## config.mk

```make
export PLATFORM = sky130hd
export DESIGN_NAME = sb_core
export DESIGN_NICKNAME = d
export VERILOG_FILES = /design/src/rtl/sb_pkg.sv /design/src/rtl/sb_prio_arb.sv /design/src/rtl/sb_alu.sv /design/src/rtl/sb_regfile.sv /design/src/rtl/sb_core.sv
export SDC_FILE = /design/constraint.sdc
export NUM_CORES = 2
export LEC_CHECK = 0
export BUFFER_PORTS_ARGS = -buffer_cell sky130_fd_sc_hd__buf_4
export CAP_MARGIN = 10
export CORE_MARGIN = 4
export CORE_UTILIZATION = 58
export DETAILED_ROUTE_END_ITERATION = 8
export PLACE_DENSITY = 0.74
export SLEW_MARGIN = 10
export SYNTH_ARGS = -nofsm -noshare
export SYNTH_HDL_FRONTEND = slang
export SYNTH_SLANG_ARGS = --single-unit
```

## constraint.sdc

```tcl
create_clock -name clk_i -period 10.2 [get_ports clk_i]
set_input_delay 2.04 -clock clk_i [delete_from_list [all_inputs] [get_ports clk_i]]
set_output_delay 2.04 -clock clk_i [all_outputs]
set_load 0.005 [all_outputs]
```

## src/rtl/sb_pkg.sv

```systemverilog
package sb_pkg;
  typedef enum logic [1:0] {OP_ADD = 2'd0, OP_SUB = 2'd1, OP_MUL = 2'd2, OP_MOV = 2'd3} op_e;
  typedef enum logic [1:0] {ST_IDLE, ST_READ, ST_EXEC, ST_WB} stage_e;
endpackage

```

## src/rtl/sb_prio_arb.sv

```systemverilog
module sb_prio_arb #(
  parameter int unsigned N = 4
) (
  input  logic [N-1:0] req_i,
  output logic [N-1:0] gnt_o
);
  // lowest index wins
  always_comb begin
    gnt_o = '0;
    for (int i = N - 1; i >= 0; i--) begin
      if (req_i[i]) begin
        gnt_o    = '0;
        gnt_o[i] = 1'b1;
      end
    end
  end
endmodule

```

## src/rtl/sb_alu.sv

```systemverilog
module sb_alu import sb_pkg::*; #(
  parameter int unsigned DATA_W = 16
) (
  input  op_e               op_i,
  input  logic [DATA_W-1:0] a_i,
  input  logic [DATA_W-1:0] b_i,
  output logic [DATA_W-1:0] y_o
);
  always_comb begin
    case (op_i)
      OP_ADD:  y_o = a_i + b_i;
      OP_SUB:  y_o = a_i - b_i;
      OP_MUL:  y_o = a_i * b_i;
      default: y_o = a_i;
    endcase
  end
endmodule

```

## src/rtl/sb_regfile.sv

```systemverilog
module sb_regfile #(
  parameter int unsigned NREG   = 8,
  parameter int unsigned DATA_W = 16,
  localparam int unsigned RA_W  = $clog2(NREG)
) (
  input  logic              clk_i,
  input  logic              rst_ni,
  input  logic [RA_W-1:0]   ra0_i,
  input  logic [RA_W-1:0]   ra1_i,
  output logic [DATA_W-1:0] rd0_o,
  output logic [DATA_W-1:0] rd1_o,
  input  logic              we_i,
  input  logic [RA_W-1:0]   wa_i,
  input  logic [DATA_W-1:0] wd_i,
  input  logic [RA_W-1:0]   oa_i,
  output logic [DATA_W-1:0] od_o
);
  logic [DATA_W-1:0] mem [NREG];

  for (genvar i = 0; i < NREG; i++) begin : g_reg
    always_ff @(posedge clk_i or negedge rst_ni) begin
      if (!rst_ni)                          mem[i] <= DATA_W'(i);
      else if (we_i && wa_i == RA_W'(i))    mem[i] <= wd_i;
    end
  end

  assign rd0_o = mem[ra0_i];
  assign rd1_o = mem[ra1_i];
  assign od_o  = mem[oa_i];
endmodule

```

## src/rtl/sb_core.sv

```systemverilog
module sb_core import sb_pkg::*; #(
  parameter int unsigned NALU      = 4,
  parameter int unsigned NREG      = 8,
  parameter int unsigned DATA_W    = 16,
  parameter int unsigned MUL_EXTRA = 3,
  localparam int unsigned RA_W     = $clog2(NREG)
) (
  input  logic              clk_i,
  input  logic              rst_ni,
  input  logic              issue_valid_i,
  input  logic [1:0]        issue_op_i,
  input  logic [RA_W-1:0]   issue_rd_i,
  input  logic [RA_W-1:0]   issue_rs1_i,
  input  logic [RA_W-1:0]   issue_rs2_i,
  output logic              issue_ready_o,
  input  logic [RA_W-1:0]   obs_addr_i,
  output logic [DATA_W-1:0] obs_data_o,
  output logic              idle_o
);
  localparam int unsigned UID_W = (NALU > 1) ? $clog2(NALU) : 1;
  localparam int unsigned CNT_W = $clog2(MUL_EXTRA + 2);

  // per-unit scoreboard entries
  stage_e            st     [NALU];
  op_e               u_op   [NALU];
  logic [RA_W-1:0]   u_fi   [NALU];
  logic [RA_W-1:0]   u_fj   [NALU];
  logic [RA_W-1:0]   u_fk   [NALU];
  logic              u_usek [NALU];
  logic [UID_W-1:0]  u_qj   [NALU];
  logic [UID_W-1:0]  u_qk   [NALU];
  logic              u_qjv  [NALU];
  logic              u_qkv  [NALU];
  logic [DATA_W-1:0] u_a    [NALU];
  logic [DATA_W-1:0] u_b    [NALU];
  logic [DATA_W-1:0] u_res  [NALU];
  logic [DATA_W-1:0] alu_y  [NALU];
  logic [CNT_W-1:0]  u_cnt  [NALU];

  logic [NALU-1:0] busy, free, alloc, rd_req, rd_gnt, wr_req, wr_gnt, war_blk;

  // register result status
  logic [NREG-1:0]  pend;
  logic [UID_W-1:0] pend_uid [NREG];

  logic              issue_fire, wr_fire, iss_usek, iss_j_wait, iss_k_wait;
  logic [UID_W-1:0]  alloc_uid, wr_uid;
  logic [RA_W-1:0]   wr_addr, rd_a0, rd_a1;
  logic [DATA_W-1:0] wr_data, rd_d0, rd_d1;

  always_comb begin
    for (int u = 0; u < NALU; u++) begin
      busy[u]    = (st[u] != ST_IDLE);
      rd_req[u]  = (st[u] == ST_READ) && !u_qjv[u] && !(u_usek[u] && u_qkv[u]);
      war_blk[u] = 1'b0;
      for (int f = 0; f < NALU; f++) begin
        if (f != u && st[f] == ST_READ) begin
          // an unread source that does not wait on u still needs the old value
          if (!u_qjv[f] && u_fj[f] == u_fi[u]) war_blk[u] = 1'b1;
          if (u_usek[f] && !u_qkv[f] && u_fk[f] == u_fi[u]) war_blk[u] = 1'b1;
        end
      end
      wr_req[u] = (st[u] == ST_WB) && !war_blk[u];
    end
  end

  assign free = ~busy;

  sb_prio_arb #(.N(NALU)) alloc_arb_i (.req_i(free),   .gnt_o(alloc));
  sb_prio_arb #(.N(NALU)) rd_arb_i    (.req_i(rd_req), .gnt_o(rd_gnt));
  sb_prio_arb #(.N(NALU)) wr_arb_i    (.req_i(wr_req), .gnt_o(wr_gnt));

  always_comb begin
    alloc_uid = '0;
    wr_uid    = '0;
    wr_addr   = '0;
    wr_data   = '0;
    rd_a0     = '0;
    rd_a1     = '0;
    for (int u = 0; u < NALU; u++) begin
      if (alloc[u]) alloc_uid = UID_W'(u);
      if (wr_gnt[u]) begin
        wr_uid  = UID_W'(u);
        wr_addr = u_fi[u];
        wr_data = u_res[u];
      end
      if (rd_gnt[u]) begin
        rd_a0 = u_fj[u];
        rd_a1 = u_fk[u];
      end
    end
  end

  assign wr_fire       = |wr_gnt;
  assign issue_ready_o = (|free) && !pend[issue_rd_i];
  assign issue_fire    = issue_valid_i && issue_ready_o;
  assign idle_o        = ~|busy;
  assign iss_usek      = (issue_op_i != OP_MOV);
  // a producer writing back this cycle counts as done for the new entry
  assign iss_j_wait    = pend[issue_rs1_i] && !wr_gnt[pend_uid[issue_rs1_i]];
  assign iss_k_wait    = iss_usek && pend[issue_rs2_i] && !wr_gnt[pend_uid[issue_rs2_i]];

  sb_regfile #(.NREG(NREG), .DATA_W(DATA_W)) rf_i (
    .clk_i (clk_i),
    .rst_ni(rst_ni),
    .ra0_i (rd_a0),
    .ra1_i (rd_a1),
    .rd0_o (rd_d0),
    .rd1_o (rd_d1),
    .we_i  (wr_fire),
    .wa_i  (wr_addr),
    .wd_i  (wr_data),
    .oa_i  (obs_addr_i),
    .od_o  (obs_data_o)
  );

  for (genvar g = 0; g < NALU; g++) begin : g_alu
    sb_alu #(.DATA_W(DATA_W)) alu_i (
      .op_i(u_op[g]),
      .a_i (u_a[g]),
      .b_i (u_b[g]),
      .y_o (alu_y[g])
    );
  end

  always_ff @(posedge clk_i or negedge rst_ni) begin
    if (!rst_ni) begin
      for (int u = 0; u < NALU; u++) begin
        st[u]     <= ST_IDLE;
        u_op[u]   <= OP_ADD;
        u_fi[u]   <= '0;
        u_fj[u]   <= '0;
        u_fk[u]   <= '0;
        u_usek[u] <= 1'b0;
        u_qj[u]   <= '0;
        u_qk[u]   <= '0;
        u_qjv[u]  <= 1'b0;
        u_qkv[u]  <= 1'b0;
        u_a[u]    <= '0;
        u_b[u]    <= '0;
        u_res[u]  <= '0;
        u_cnt[u]  <= '0;
      end
    end else begin
      for (int u = 0; u < NALU; u++) begin
        case (st[u])
          ST_READ: if (rd_gnt[u]) begin
            u_a[u]   <= rd_d0;
            u_b[u]   <= rd_d1;
            u_cnt[u] <= (u_op[u] == OP_MUL) ? CNT_W'(MUL_EXTRA) : '0;
            st[u]    <= ST_EXEC;
          end
          ST_EXEC: begin
            if (u_cnt[u] == '0) begin
              u_res[u] <= alu_y[u];
              st[u]    <= ST_WB;
            end else begin
              u_cnt[u] <= u_cnt[u] - 1'b1;
            end
          end
          ST_WB: if (wr_gnt[u]) st[u] <= ST_IDLE;
          default: ;
        endcase
        if (wr_fire && u_qjv[u] && u_qj[u] == wr_uid) u_qjv[u] <= 1'b0;
        if (wr_fire && u_qkv[u] && u_qk[u] == wr_uid) u_qkv[u] <= 1'b0;
        if (issue_fire && alloc[u]) begin
          st[u]     <= ST_READ;
          u_op[u]   <= op_e'(issue_op_i);
          u_fi[u]   <= issue_rd_i;
          u_fj[u]   <= issue_rs1_i;
          u_fk[u]   <= issue_rs2_i;
          u_usek[u] <= iss_usek;
          u_qj[u]   <= pend_uid[issue_rs1_i];
          u_qk[u]   <= pend_uid[issue_rs2_i];
          u_qjv[u]  <= iss_j_wait;
          u_qkv[u]  <= iss_k_wait;
        end
      end
    end
  end

  always_ff @(posedge clk_i or negedge rst_ni) begin
    if (!rst_ni) begin
      pend <= '0;
      for (int r = 0; r < NREG; r++) pend_uid[r] <= '0;
    end else begin
      for (int r = 0; r < NREG; r++) begin
        if (wr_fire && wr_addr == RA_W'(r)) pend[r] <= 1'b0;
        if (issue_fire && issue_rd_i == RA_W'(r)) begin
          pend[r]     <= 1'b1;
          pend_uid[r] <= alloc_uid;
        end
      end
    end
  end
endmodule

```

==> flow_summary_export.csv <==
group,metric,value,unit
clocking,cts_setup_buffers,0,
logic_synthesis,synth_seq_cells,436,
logic_synthesis,netlist_instances,4678,
clocking,clockBufferDepth,3,
logic_synthesis,synth_nets,5311,
logic_synthesis,synth_fa_ha_area_share,23.03,%
logic_synthesis,async_flop_share,100.0,%
timing,post-route-period-util,57.33,%
logic_synthesis,netlist_area,0.04404,mm²
drt,drc,0,
run_status,status,"complete, no violations",
global_route,grt_pass1_vias,33960,
logic_synthesis,synth_area_per_cell,9.413,µm²
clocking,cts_resized,0,
clocking,postCtsHoldBufs,0,
floorplan,die_area,0.08040,mm²
clocking,h-tree-depth,2,
timing,post-route-worst-setup-slack,4.353,ns
critical_path,reg2reg_depth,18,
clocking,cts_root_buf,"clkbuf_16",
finish,syn_to_final_growth,4.964,%
finish,fin_util,61.78,%
critical_path,max_stage_delay,0.80,ns
floorplan,initial_core_util,58.85,%
placement,io_buffer_count,34,
drt,vias,33390,
floorplan,die_w,283.5,µm
critical_path,cp.required,10.69,ns
logic_synthesis,yosysUniqueCellTypes,84,
drt,viasPerCell,6.042,
finish,ff_latch_area,0.01093,mm²
finish,fill_cells,6290,
drt,wl,120.4,mm
critical_path,slowest_stage,"dfrtp_1",
worst_hold_path,hold_end,"u_res[36]",
timing,finalSetupTns,0,ns
clocking,insertion_delay,0.60,ns
critical_path,worstSetupStartpointType,"register",
critical_path,crit_type,"register to register",
finish,finalNetCount,5149,
critical_path,r2r_start,"u_b[50]",
critical_path,reg2reg_slack,4.35,ns
drt,drtIter0Drc,2707,
timing,fin_worst_skew,0.02570,ns
timing,grt_setup_unrepaired,"no",
floorplan,core_area,0.07482,mm²
critical_path,worstPathCellList,"nand2_1 -> fa_1 -> fa_1 -> fa_1 -> fa_1 -> inv_1 -> fa_1 -> inv_1 -> fa_1 -> inv_1 -> ha_1 -> nand3_1 -> a21oi_1 -> nor2_1 -> a21oi_1 -> xnor2_1 -> a31oi_1 -> o41ai_1",
global_route,grt_usage,29.93,%
placement,gp_congestion,0.9360,
critical_path,cp_max_fo,19,
floorplan,rows,100,
logic_synthesis,synth_compound_area_share,9.305,%
global_route,grt_pass1_wl,192.2,mm
critical_path,worstPathArrival,6.33,ns
timing,max_slew_margin,20.53,%
global_route,grt_max_degree,153,
timing,fmax,171.0,MHz
finish,multi_input_area,0.03003,mm²
clocking,cts_tree,"done",
global_route,antenna_found_initial,9,
clocking,clk_pin_slew_worst_paths,0.06,ns
logic_synthesis,synth_top_family_by_area,"adder cells",
placement,pre_cts_ws,4.403,ns
worst_hold_path,holdPathStages,2,
job,cap_violations,0,
logic_synthesis,synth_xor_area_share,6.563,%
logic_synthesis,synth_edf_count,0,
finish,drive_above_1_share,11.56,%
timing,slew_violations,0,
floorplan,ios,35,
timing,final-setup-viol-count,0,
placement,place.detailed.hpwl,87.53,mm
critical_path,cpMostUsedCell,"fa_1",
critical_path,crit_buf_inv,3,
global_route,grt_use_met3,5.759,%
logic_synthesis,muxShareOfSynthArea,15.23,%
timing,max_slew.worst_pin.slew,1.192,ns
critical_path,crit_family,"adder cells",
global_route,grt-ovfl-total,0,
power_and_ir_drop,ir_drop,0.2500,mV
critical_path,critical_path.endpoint_type,"register",
timing,hold_viol,0,
finish,final_cell_mix,"574 x nand2_1, 517 x inv_1, 424 x dfrtp_1, 324 x fa_1, 292 x ha_1",
power_and_ir_drop,p_per_area,315.9,mW/mm²
power_and_ir_drop,total_power,14.60,mW
finish,final_common_cell,"nand2_1",
clocking,cts_made_buffers,49,
drt,wl_per_cell,21.79,µm
drt,drtAntennaViolNets,0,
clocking,cts.sink_count,436,
critical_path,rr_endpoint,"u_res[63]",
logic_synthesis,synthFlopType,"dfrtp_1",
logic_synthesis,synth-simple-area-share,13.87,%
floorplan,die_y,283.5,µm
timing,fin_crit,5.847,ns
power_and_ir_drop,p_leak,21.83,nW
worst_hold_path,holdCritStartpoint,"u_res[36]",
drt,dr.pass1.iters,5,
global_route,grtUsageMet1,40.48,%
logic_synthesis,ys_warn_count,0,
logic_synthesis,ys_seq_area_share,24.81,%
global_route,met2_usage,48.34,%
worst_hold_path,hold_path_class,"register to register",
global_route,top_usage_layer,"met2",
synthesized netlist by cell type, drive strengths merged, types with 4 or more instances:
cell type / count / area [µm²]
and3: 18 / 112.6
nor3: 60 / 300.3
o31ai: 15 / 112.6
o21a: 14 / 105.1
nor2: 196 / 735.7
o41a: 4 / 45.04
clkbuf: 214 / 812.0
ha: 292 / 3654
o41ai: 12 / 105.1
o211ai: 22 / 165.2
nand3: 35 / 175.2
o21ai: 259 / 1296
a211oi: 16 / 120.1
nor3b: 10 / 75.07
nand2b: 34 / 212.7
xor2: 156 / 1366
a22oi: 23 / 222.7
o22ai: 7 / 43.79
a221o: 18 / 180.2
mux2: 287 / 3367
a31oi: 18 / 118.9
a311oi: 4 / 58.81
nor2b: 19 / 118.9
and2: 273 / 1708
and3b: 4 / 35.03
fa: 324 / 6486
a21o: 27 / 202.7
or3: 17 / 106.4
and4: 5 / 43.79
xnor2: 174 / 1524
nand3b: 5 / 37.54
inv: 517 / 1941
o21bai: 10 / 75.07
mux4: 46 / 1036
mux2i: 230 / 2302
nand2: 574 / 2155
o31a: 5 / 43.79
a22o: 4 / 35.03
dfstp: 12 / 315.3
a21oi: 124 / 624.4
buf: 71 / 415.4
dfrtp: 424 / 10610
nor4: 31 / 200.2
o2111ai: 5 / 43.79
a221oi: 23 / 226.5
stage by stage:
stage	area, µm²	cells	hold WS, ns
final	46220	5526	0.4841
after global routing	46210	5522	0.5130
after CTS	46210	5521	0.4891
after detailed placement	44680	5434	0.4741
after global placement	44680	5434	0.4622
after floorplan	44040	4678	0.4502
tightest hold or removal path: stages (launching register included):
cell     delay, ns
dfrtp_1       0.34
nand2_1       0.05
o21ai_0       0.06
per-layer routing:
layer	part of all wire, %	wire [µm]
met5	0.011	13
met4	3.7	4495
met2	46	55630
met3	8.2	9900
met1	42	50340
kinds of logic (layout without fill, tap and decap cells):
logic type | count (synthesis) | count (layout)
simple gates | 1292 | 1292
fa+ha+maj | 616 | 616
flops | 436 | 436
mux | 563 | 563
buf+inv | 803 | 677
xor+xnor | 330 | 330
other cells | 0 | 5
compound gates | 638 | 638
layout make-up:
class                   count  share of cell area (%)
diodes                      5                 0.02707
clock buffers              71                   3.029
multi-input cells        3439                   64.98
clock inverters            16                  0.2869
well taps                 969                   2.623
flip-flops and latches    436                   23.64
inverters                 518                   4.207
repair buffers             72                   1.213
worst max path at each step:
stage | slack, ns | startpoint | cells after the start | to
finish | 4.35 | u_b[50] | 18 | u_res[63]
global route | 4.00 | u_b[2] | 18 | u_res[13]
CTS | 4.39 | u_b[2] | 17 | u_res[13]
detailed placement | 4.40 | u_b[2] | 18 | u_res[13]
global placement | 4.49 | u_b[2] | 17 | u_res[13]
floorplan | 4.53 | obs_addr_i[0] | 4 | obs_data_o[3]
power breakdown:
group / leakage [nW] / internal (mW) / switching, mW
sequential: 5.74 / 2.35 / 1.32
combinational: 15.3 / 3.96 / 5.25
clock: 0.753 / 0.978 / 0.744
total: 21.8 / 7.29 / 7.31
flip-flops by register name, summed over array words and instances (netlist names), 12 cells and up:
signal,count
u_fj,12
u_fi,12
u_a,64
u_fk,12
pend_uid,16
u_cnt,12
u_res,64
rf_i.mem,128
u_b,64
(Power assumes the default switching activity.)
